--- src/rtl/udma_pkg.sv ---
package udma_pkg;
  typedef enum logic [2:0] {
    ST_IDLE,
    ST_WAIT_REQ,
    ST_SETUP,
    ST_ACK_TAZ,
    ST_BURST
  } udma_st_e;

  localparam logic [1:0] CS_OFF   = 2'b11;
  localparam logic [2:0] ADDR_OFF = 3'b000;
  localparam int         MIN_FREE = 2;
endpackage

--- src/rtl/udma_sync.sv ---
module udma_sync #(
  parameter int W      = 1,
  parameter int STAGES = 2
) (
  input  logic         clk,
  input  logic         rst,
  input  logic [W-1:0] d_i,
  output logic [W-1:0] q_o
);
  logic [W-1:0] chain_q [STAGES];

  always_ff @(posedge clk) begin
    if (rst) chain_q[0] <= '0;
    else     chain_q[0] <= d_i;
  end

  for (genvar s = 1; s < STAGES; s++) begin : g_stage
    always_ff @(posedge clk) begin
      if (rst) chain_q[s] <= '0;
      else     chain_q[s] <= chain_q[s-1];
    end
  end

  assign q_o = chain_q[STAGES-1];
endmodule

--- src/rtl/udma_dn_cnt.sv ---
module udma_dn_cnt #(
  parameter int W = 8
) (
  input  logic         clk,
  input  logic         rst,
  input  logic         load_i,
  input  logic [W-1:0] load_val_i,
  output logic         last_o
);
  logic [W-1:0] cnt_q;

  always_ff @(posedge clk) begin
    if (rst)                cnt_q <= '0;
    else if (load_i)        cnt_q <= load_val_i;
    else if (cnt_q != '0)   cnt_q <= cnt_q - 1'b1;
  end

  // last cycle of the interval: count of one or zero remaining
  assign last_o = (cnt_q <= W'(1));
endmodule

--- src/rtl/udma_err_latch.sv ---
module udma_err_latch #(
  parameter int EW = 4
) (
  input  logic          clk,
  input  logic          rst,
  input  logic          clear_i,
  input  logic          err_valid_i,
  input  logic [EW-1:0] err_code_i,
  input  logic          cmd_end_i,
  output logic          hold_valid_o,
  output logic [EW-1:0] hold_code_o,
  output logic          done_o,
  output logic          done_err_o,
  output logic [EW-1:0] done_code_o
);
  always_ff @(posedge clk) begin
    if (rst || clear_i) begin
      hold_valid_o <= 1'b0;
      hold_code_o  <= '0;
    end else if (err_valid_i && !hold_valid_o) begin
      hold_valid_o <= 1'b1;
      hold_code_o  <= err_code_i;
    end
  end

  always_ff @(posedge clk) begin
    if (rst) begin
      done_o      <= 1'b0;
      done_err_o  <= 1'b0;
      done_code_o <= '0;
    end else begin
      done_o <= cmd_end_i;
      if (cmd_end_i) begin
        done_err_o  <= hold_valid_o || err_valid_i;
        done_code_o <= hold_valid_o ? hold_code_o :
                       (err_valid_i ? err_code_i : '0);
      end
    end
  end
endmodule

--- src/rtl/udma_burst_init.sv ---
module udma_burst_init
  import udma_pkg::*;
#(
  parameter int CNT_W  = 8,
  parameter int FREE_W = 6,
  parameter int ERR_W  = 4,
  parameter int SYNC_N = 2
) (
  input  logic              clk,
  input  logic              rst,
  input  logic              dev_req_i,
  input  logic              dev_strobe_i,
  input  logic [FREE_W-1:0] free_words_i,
  input  logic [CNT_W-1:0]  tack_cycles_i,
  input  logic [CNT_W-1:0]  taz_cycles_i,
  input  logic              end_burst_i,
  input  logic [1:0]        pio_cs_n_i,
  input  logic [2:0]        pio_addr_i,
  input  logic              cmd_start_i,
  input  logic              cmd_end_i,
  input  logic              err_valid_i,
  input  logic [ERR_W-1:0]  err_code_i,
  output logic              stop_o,
  output logic              hrdy_n_o,
  output logic [1:0]        cs_n_o,
  output logic [2:0]        addr_o,
  output logic              ack_n_o,
  output logic              bus_drive_o,
  output logic              burst_o,
  output logic              viol_o,
  output logic              done_o,
  output logic              done_err_o,
  output logic [ERR_W-1:0]  done_code_o
);
  localparam logic [FREE_W-1:0] FREE_MIN = FREE_W'(MIN_FREE);

  udma_st_e st_q, st_nx;

  logic [1:0] sync_w;
  logic       req_s, stb_s, stb_prev_q, stb_fall;
  logic       cnt_load, cnt_last;
  logic [CNT_W-1:0] cnt_val;
  logic       armed_q;
  logic       pre_nx, ack_nx, pio_ok, drive_nx;
  logic       err_hold_v;
  logic [ERR_W-1:0] err_hold_c;

  udma_sync #(.W(2), .STAGES(SYNC_N)) u_sync (
    .clk (clk),
    .rst (rst),
    .d_i ({dev_strobe_i, dev_req_i}),
    .q_o (sync_w)
  );
  assign req_s = sync_w[0];
  assign stb_s = sync_w[1];

  // one counter shared by the setup and release intervals
  udma_dn_cnt #(.W(CNT_W)) u_cnt (
    .clk        (clk),
    .rst        (rst),
    .load_i     (cnt_load),
    .load_val_i (cnt_val),
    .last_o     (cnt_last)
  );

  always_comb begin
    st_nx    = st_q;
    cnt_load = 1'b0;
    cnt_val  = tack_cycles_i;
    unique case (st_q)
      ST_IDLE: st_nx = ST_WAIT_REQ;
      ST_WAIT_REQ: begin
        if (req_s && (free_words_i >= FREE_MIN)) begin
          st_nx    = ST_SETUP;
          cnt_load = 1'b1;
          cnt_val  = tack_cycles_i;
        end
      end
      ST_SETUP: begin
        if (cnt_last) begin
          if (taz_cycles_i == '0) begin
            st_nx = ST_BURST;
          end else begin
            st_nx    = ST_ACK_TAZ;
            cnt_load = 1'b1;
            cnt_val  = taz_cycles_i;
          end
        end
      end
      ST_ACK_TAZ: if (cnt_last) st_nx = ST_BURST;
      ST_BURST:   if (end_burst_i) st_nx = ST_IDLE;
      default:    st_nx = ST_IDLE;
    endcase
  end

  always_ff @(posedge clk) begin
    if (rst) st_q <= ST_IDLE;
    else     st_q <= st_nx;
  end

  // registered interface outputs, computed from the next state
  assign pre_nx   = (st_nx == ST_SETUP) || (st_nx == ST_ACK_TAZ) || (st_nx == ST_BURST);
  assign ack_nx   = (st_nx == ST_ACK_TAZ) || (st_nx == ST_BURST);
  assign pio_ok   = ((st_q == ST_IDLE) || (st_q == ST_WAIT_REQ)) &&
                    ((st_nx == ST_IDLE) || (st_nx == ST_WAIT_REQ));
  assign drive_nx = !((st_nx == ST_BURST) || (st_q == ST_BURST));

  always_ff @(posedge clk) begin
    if (rst) begin
      stop_o      <= 1'b0;
      hrdy_n_o    <= 1'b0;
      cs_n_o      <= CS_OFF;
      addr_o      <= ADDR_OFF;
      ack_n_o     <= 1'b1;
      bus_drive_o <= 1'b1;
      burst_o     <= 1'b0;
    end else begin
      stop_o      <= pre_nx;
      hrdy_n_o    <= pre_nx;
      cs_n_o      <= pio_ok ? pio_cs_n_i : CS_OFF;
      addr_o      <= pio_ok ? pio_addr_i : ADDR_OFF;
      ack_n_o     <= !ack_nx;
      bus_drive_o <= drive_nx;
      burst_o     <= ack_nx;
    end
  end

  // request must hold until the first falling strobe edge
  assign stb_fall = stb_prev_q && !stb_s;

  always_ff @(posedge clk) begin
    if (rst) begin
      stb_prev_q <= 1'b0;
      armed_q    <= 1'b0;
      viol_o     <= 1'b0;
    end else begin
      stb_prev_q <= stb_s;
      if (st_q == ST_WAIT_REQ && st_nx == ST_SETUP) armed_q <= 1'b1;
      else if (stb_fall || st_nx == ST_IDLE)         armed_q <= 1'b0;
      if (cmd_start_i)            viol_o <= 1'b0;
      else if (armed_q && !req_s) viol_o <= 1'b1;
    end
  end

  udma_err_latch #(.EW(ERR_W)) u_err (
    .clk          (clk),
    .rst          (rst),
    .clear_i      (cmd_start_i),
    .err_valid_i  (err_valid_i),
    .err_code_i   (err_code_i),
    .cmd_end_i    (cmd_end_i),
    .hold_valid_o (err_hold_v),
    .hold_code_o  (err_hold_c),
    .done_o       (done_o),
    .done_err_o   (done_err_o),
    .done_code_o  (done_code_o)
  );
endmodule

--- config.mk ---
export PLATFORM = sky130hd
export DESIGN_NAME = udma_burst_init
export DESIGN_NICKNAME = d
export VERILOG_FILES = /design/src/rtl/udma_pkg.sv /design/src/rtl/udma_sync.sv /design/src/rtl/udma_dn_cnt.sv /design/src/rtl/udma_err_latch.sv /design/src/rtl/udma_burst_init.sv
export SDC_FILE = /design/constraint.sdc
export NUM_CORES = 1
export LEC_CHECK = 0
export ABC_AREA = 1
export BUFFER_PORTS_ARGS = -buffer_cell sky130_fd_sc_hd__buf_4
export CORE_MARGIN = 5
export CORE_UTILIZATION = 45
export CTS_CLUSTER_SIZE = 28
export DETAILED_ROUTE_END_ITERATION = 16
export GPL_TIMING_DRIVEN = 0
export PLACE_DENSITY = 0.68
export SYNTH_ARGS = -nofsm -noshare
export SYNTH_HDL_FRONTEND = slang
export SYNTH_SLANG_ARGS = --single-unit
export TNS_END_PERCENT = 5
--- constraint.sdc ---
create_clock -name clk -period 2.75 [get_ports clk]
set_clock_uncertainty 0.2 [all_clocks]
set_input_delay 0.275 -clock clk [delete_from_list [all_inputs] [get_ports clk]]
set_output_delay 0.275 -clock clk [all_outputs]
set_load 0.005 [all_outputs]
Word-level counts from Yosys, hierarchy flattened
Memory sizes are Yosys's and may differ from the RTL's.
Cells that the tools add are included.
{"block": "totals", "ff_bits": 34, "ram_bits": 4, "in_bits": 39, "out_inout_bits": 17, "wordCells": 83, "mem_count": 1}
{"block": "classes", "add_sub_neg": 1, "order_cmp": 2, "n_eq_ne": 8, "muxes": 24, "n_bitwise": 3, "reduce_logical": 28}
{"memory": "u_sync.chain_q", "depth": 2, "word_bits": 2, "rd": 2, "rd_ports_with_merged_regs": 0, "write_ports": 2, "line_no": "udma_sync.sv:10", "text": "logic [W-1:0] chain_q [STAGES];"}
{"operator": "$mux 8", "count": 5}
{"operator": "$mux 3", "count": 5}
{"operator": "$pmux 3 s5", "count": 1}
{"operator": "$eq 3x2->1 const B", "count": 4}
{"operator": "$logic_or 1x1->1", "count": 9}
{"operator": "$le 8x1->1 const B", "count": 1}
{"operator": "$logic_not 8->1", "count": 1}
{"operator": "$mux 1", "count": 8}
{"operator": "$mux 4", "count": 2}
{"operator": "$reduce_bool 8->1", "count": 1}
{"operator": "$sub 8x1->8 const B", "count": 1}
{"operator": "$eq 3x1->1 const B", "count": 2}
{"operator": "$eq 3x3->1 const B", "count": 2}
{"operator": "$ge 6x2->1 const B", "count": 1}
{"operator": "$logic_and 1x1->1", "count": 6}
{"operator": "$logic_not 3->1", "count": 2}
{"operator": "$logic_not 1->1", "count": 5}
{"operator": "$mux 2", "count": 2}
{"operator": "$reduce_bool 2->1", "count": 2}
{"operator": "$reduce_or 2->1", "count": 2}
{"operator": "$or 1x1->1", "count": 2}
{"operator": "$pmux 1 s2", "count": 1}
{"operator": "$not 1->1", "count": 1}

Logic depth before layout (Yosys ltp)
{"block": "depth", "ltp_word": 9, "mapped_depth": 12, "depth_no_buf": 12}

Hierarchy
A second synthesis with hierarchy kept.
{"block": "hier_totals", "hier_cells": 258, "area_unflattened_um2": 1886.8}
{"mod": "udma_burst_init", "instances": 1, "cells_per_inst": 98, "area_per_inst_um2": 748.2}
{"mod": "udma_dn_cnt", "instances": 1, "cells_per_inst": 84, "area_per_inst_um2": 566.8}
{"mod": "udma_err_latch", "instances": 1, "cells_per_inst": 64, "area_per_inst_um2": 461.7}
{"mod": "udma_sync", "instances": 1, "cells_per_inst": 12, "area_per_inst_um2": 110.1}

Least setup slack after synthesis
No wires, ideal clock.
{"block": "synth_path", "path_kind": "flip-flop to flip-flop", "start": "register u_cnt.cnt_q[0]", "end": "register u_cnt.cnt_q[4]", "setup_ps": 119, "t_arrival_ps": 1436, "t_required_ps": 2431, "slack_ps": 995, "stages_incl_launch_ff": 13, "period_less_slack_ps": 1755, "cell_sequence": "dfxtp_1 inv_1 ha_1 inv_1 nand2_1 nand3_2 nor2_4 nand3_4 nand2_4 buf_8 nand3_1 o21ai_1 a21oi_1"}
{"block": "synth_via", "elab_chain_len": 4}
{"element": "start: declaration", "line_no": "udma_dn_cnt.sv:10", "text": "logic [W-1:0] cnt_q;"}
{"element": "start signal: assignment", "line_no": "udma_dn_cnt.sv:14", "text": "else if (load_i) cnt_q <= load_val_i;"}
{"element": "start signal: assignment", "line_no": "udma_dn_cnt.sv:15", "text": "else if (cnt_q != '0) cnt_q <= cnt_q - 1'b1;"}
{"element": "$le 8x1->1", "line_no": "udma_dn_cnt.sv:19", "text": "assign last_o = (cnt_q <= W'(1));"}
{"element": "$mux 1 / $mux 8 (equally long branches)", "line_no": "udma_burst_init.sv:80", "text": "if (cnt_last) begin"}
{"element": "$pmux 1 s2 / $mux 8 (equally long branches)"}
{"element": "$mux 8 / $reduce_bool 2->1 (equally long branches)"}
Parallel ways exist; a longest one is shown, timed or not. The select of a mux whose other input is x is not followed.
A chain may end at the register's enable or synchronous reset.

Final worst setup path
{"block": "layout_path", "start": "register u_cnt.cnt_q[0]", "end": "register u_cnt.cnt_q[5]"}
Same word-level chain as after synthesis.

==> flow_summary.toml <==
[outcome]
status = "complete, no violations"

[clock_network]
cts_sinks = 38
clockBufferDepth = 2
cts_buffers = 5
cts_htree_levels = 2
cts-resized-gates = 0
ctsRootBufferMaster = "clkbuf_8"
insertion_delay_ns = 0.28
clkSlewWorstSetupHoldPaths_ns = 0.07
postCtsSetupBuffers = 0
cts_tree = "yes"

[synthesis]
synth_seq_cells = 38
ys_seq_area_frac = 0.436
synth_edf_count = 0
yosysUniqueCellTypes = 32
yosys_most_used_dff = "dfxtp_1"
synthArstFlopShare = 0
ys_warn_count = 0
avgSynthCellArea_sq_um = 7.46
synth_nets = 276
postSynthCellCount = 234
syn-cell-area_sq_um = 1750

[routing]
drc_errors = 0
met1Wirelength_microns = 1770
routed_wl_microns = 3990
ant_nets = 0
drt_iter0_markers = 67
wl_met2_microns = 2000
via_per_inst = 4.70
highest_layer = "met4"
wl_per_cell_microns = 11.4
vias = 1642
wl_met3_microns = 210
drt_pass1_iterations = 4

[placed_design]
gp_congestion = 0.792
portBuffers = 54
hpwlAfterDp_microns = 3170
placed_area_sq_um = 2210

[worst_setup_path]
crit_fanout = 10
cp-end-kind = "flip-flop"
cp_slowest_cell = "dfxtp_1"
crit_chain = "inv_1 > ha_1 > inv_1 > nand2_1 > nand3_2 > nor2_4 > nand3_4 > nand2_4 > buf_8 > nand3_1 > nand3_1 > nor2_1"
cp.arrival_ns = 1.92
start_kind = "flip-flop"
slowest_delay_ns = 0.33
worstSetupPathType = "reg -> reg"
worstPathRequired_ns = 2.71
cp.buffers_inverters = 3
cp_top_family = "simple AND/OR/NAND/NOR gates"

[die]
core-area_sq_um = 3720
rows = 22
dieHeight_microns = 72.3
die_area_sq_um = 5220
start_util = 0.470
top_level_ports = 56
die_x_microns = 72.3

[power]
power_density_nw_per_um2 = 715
peakVddDrop_mv = 0.499
totalPowerFinal_mw = 1.69
p_leak_nw = 1.13

[grt]
antenna_found_initial = 0
grt_max_degree = 13
grt_pass1_vias = 1553
overflow = 0
grt_pass1_wl_microns = 6600
grt.total_usage = 0.156

[timing]
tns_ns = 0
setup_viol = 0
post-route-min-period_ns = 1.96
fin_crit_sh = 0.714
finalHoldViolCount = 0
rsz0062_at_grt = "no"
max_slew_margin = 0.721
fmax_mhz = 510
maxSlewViolCount = 0
worst_pin_slew_ns = 0.418

[flow_run]
cap_violations = 0

[hold_path]
holdCritPathClass = "in -> reg"

[cells_and_area]
area_growth_pct = 35.0
seq_area_sq_um = 761
post_route_cells_drive_above_1_share = 0.279
fillers = 357
final_area_sq_um = 2360
multi_input_area_sq_um = 826
nNetsFinal = 342
insertedDiodeCount = 0
==> metal layers <==
layer | up-vias | track usage
met5 | - | 0
met3 | 2 | 0.0402
met1 | 729 | 0.203
met4 | 0 | 0.0543
met2 | 30 | 0.251
li1 | 881 | -
==> flip-flops by register name (all words and copies together), names as in the netlist, 2 cells and up <==
name and count:
u_cnt.cnt_q 8, u_err.hold_code_o 4, cs_n_o 2, addr_o 3, st_q 3, u_sync.chain_q 4
u_err.done_code_o 4
==> cell usage after synthesis, types with 2 or more instances <==
cell / count / area, sq um
o31ai_1: 2 / 15.0
nor2_4: 2 / 22.5
inv_1: 29 / 109
a21oi_1: 25 / 125
nand4_1: 4 / 25.0
nand3_1: 9 / 45.0
dfxtp_1: 38 / 761
xor2_1: 3 / 26.3
o21ai_1: 3 / 15.0
nor2_2: 5 / 31.3
ha_1: 3 / 37.5
clkbuf_1: 2 / 7.51
or2_2: 4 / 25.0
nand2_1: 43 / 161
inv_2: 3 / 11.3
nor2_1: 33 / 124
o21ai_0: 8 / 40.0
a22o_1: 4 / 35.0
==> logic make-up after synthesis <==
group           after synthesis  synth area share
compound gates               46             0.149
buf+inv                      37            0.0910
xor+xnor                      4            0.0201
fa+ha+maj                     3            0.0215
flops                        38             0.436
simple gates                106             0.282
==> tightest hold or removal path: cells and delay by family <==
| family | cells | cell delay, ns |
|---|---|---|
| buf+inv | 2 | 0.10 |
| simple gates | 1 | 0.07 |
==> area by class of cell <==
class / count / share of cell area
plain buffers: 4 / 0.0127
flip-flops and latches: 38 / 0.323
repair buffers: 59 / 0.193
inverters: 33 / 0.0547
clock inverters: 2 / 0.00531
clock buffers: 6 / 0.0351
well taps: 48 / 0.0255
multi-input cells: 159 / 0.351
==> through the flow <==
step	setup WS (ns)	hold WS, ns	util	cells
after global routing	0.540	0.00337	0.634	349
final	0.787	0.00193	0.634	349
after global placement	0.779	0.191	0.595	336
after CTS	0.750	0.000156	0.634	349
after floorplan	0.995	0.144	-	234
after detailed placement	0.761	0.194	0.595	336
==> worst paths after layout <==
| check | cells after the start | slack, ns | start | to |
|---|---|---|---|---|
| setup reg to reg | 12 | 0.79 | u_cnt.cnt_q[0] | u_cnt.cnt_q[5] |
| hold reg to reg | 2 | 0.20 | u_sync.chain_q[0][0] | u_sync.chain_q[1][0] |
| hold / removal | 3 | 0.002 | dev_req_i | u_sync.chain_q[0][0] |
| setup / recovery | 12 | 0.79 | u_cnt.cnt_q[0] | u_cnt.cnt_q[5] |
==> cell usage in the layout (no fill, tap or decap), types with 5 or more instances in the layout <==
master / netlist / routed
nand3_1: 9 / 9
nor2_2: 5 / 5
nor2_1: 33 / 33
dlygate4sd3_1: 0 / 5
dfxtp_1: 38 / 38
buf_4: 1 / 55
inv_1: 29 / 29
nand2_1: 43 / 43
clkbuf_8: 0 / 6
o21ai_0: 8 / 8
a21oi_1: 25 / 25
==> where the power goes <==
part	leakage (nW)	internal, mW	total, mW	switching, mW
clock	0.0472	0.201	0.390	0.189
sequential	0.313	0.624	0.684	0.0600
combinational	0.770	0.269	0.611	0.342
==> what timing repair did <==
| action | CTS | global route |
|---|---|---|
| endpoints found under the setup margin | 0 | 0 |
| hold buffers | 5 | 0 |
| hold endpoints to repair | 5 | 0 |
Power figures use the tool's default switching activity.
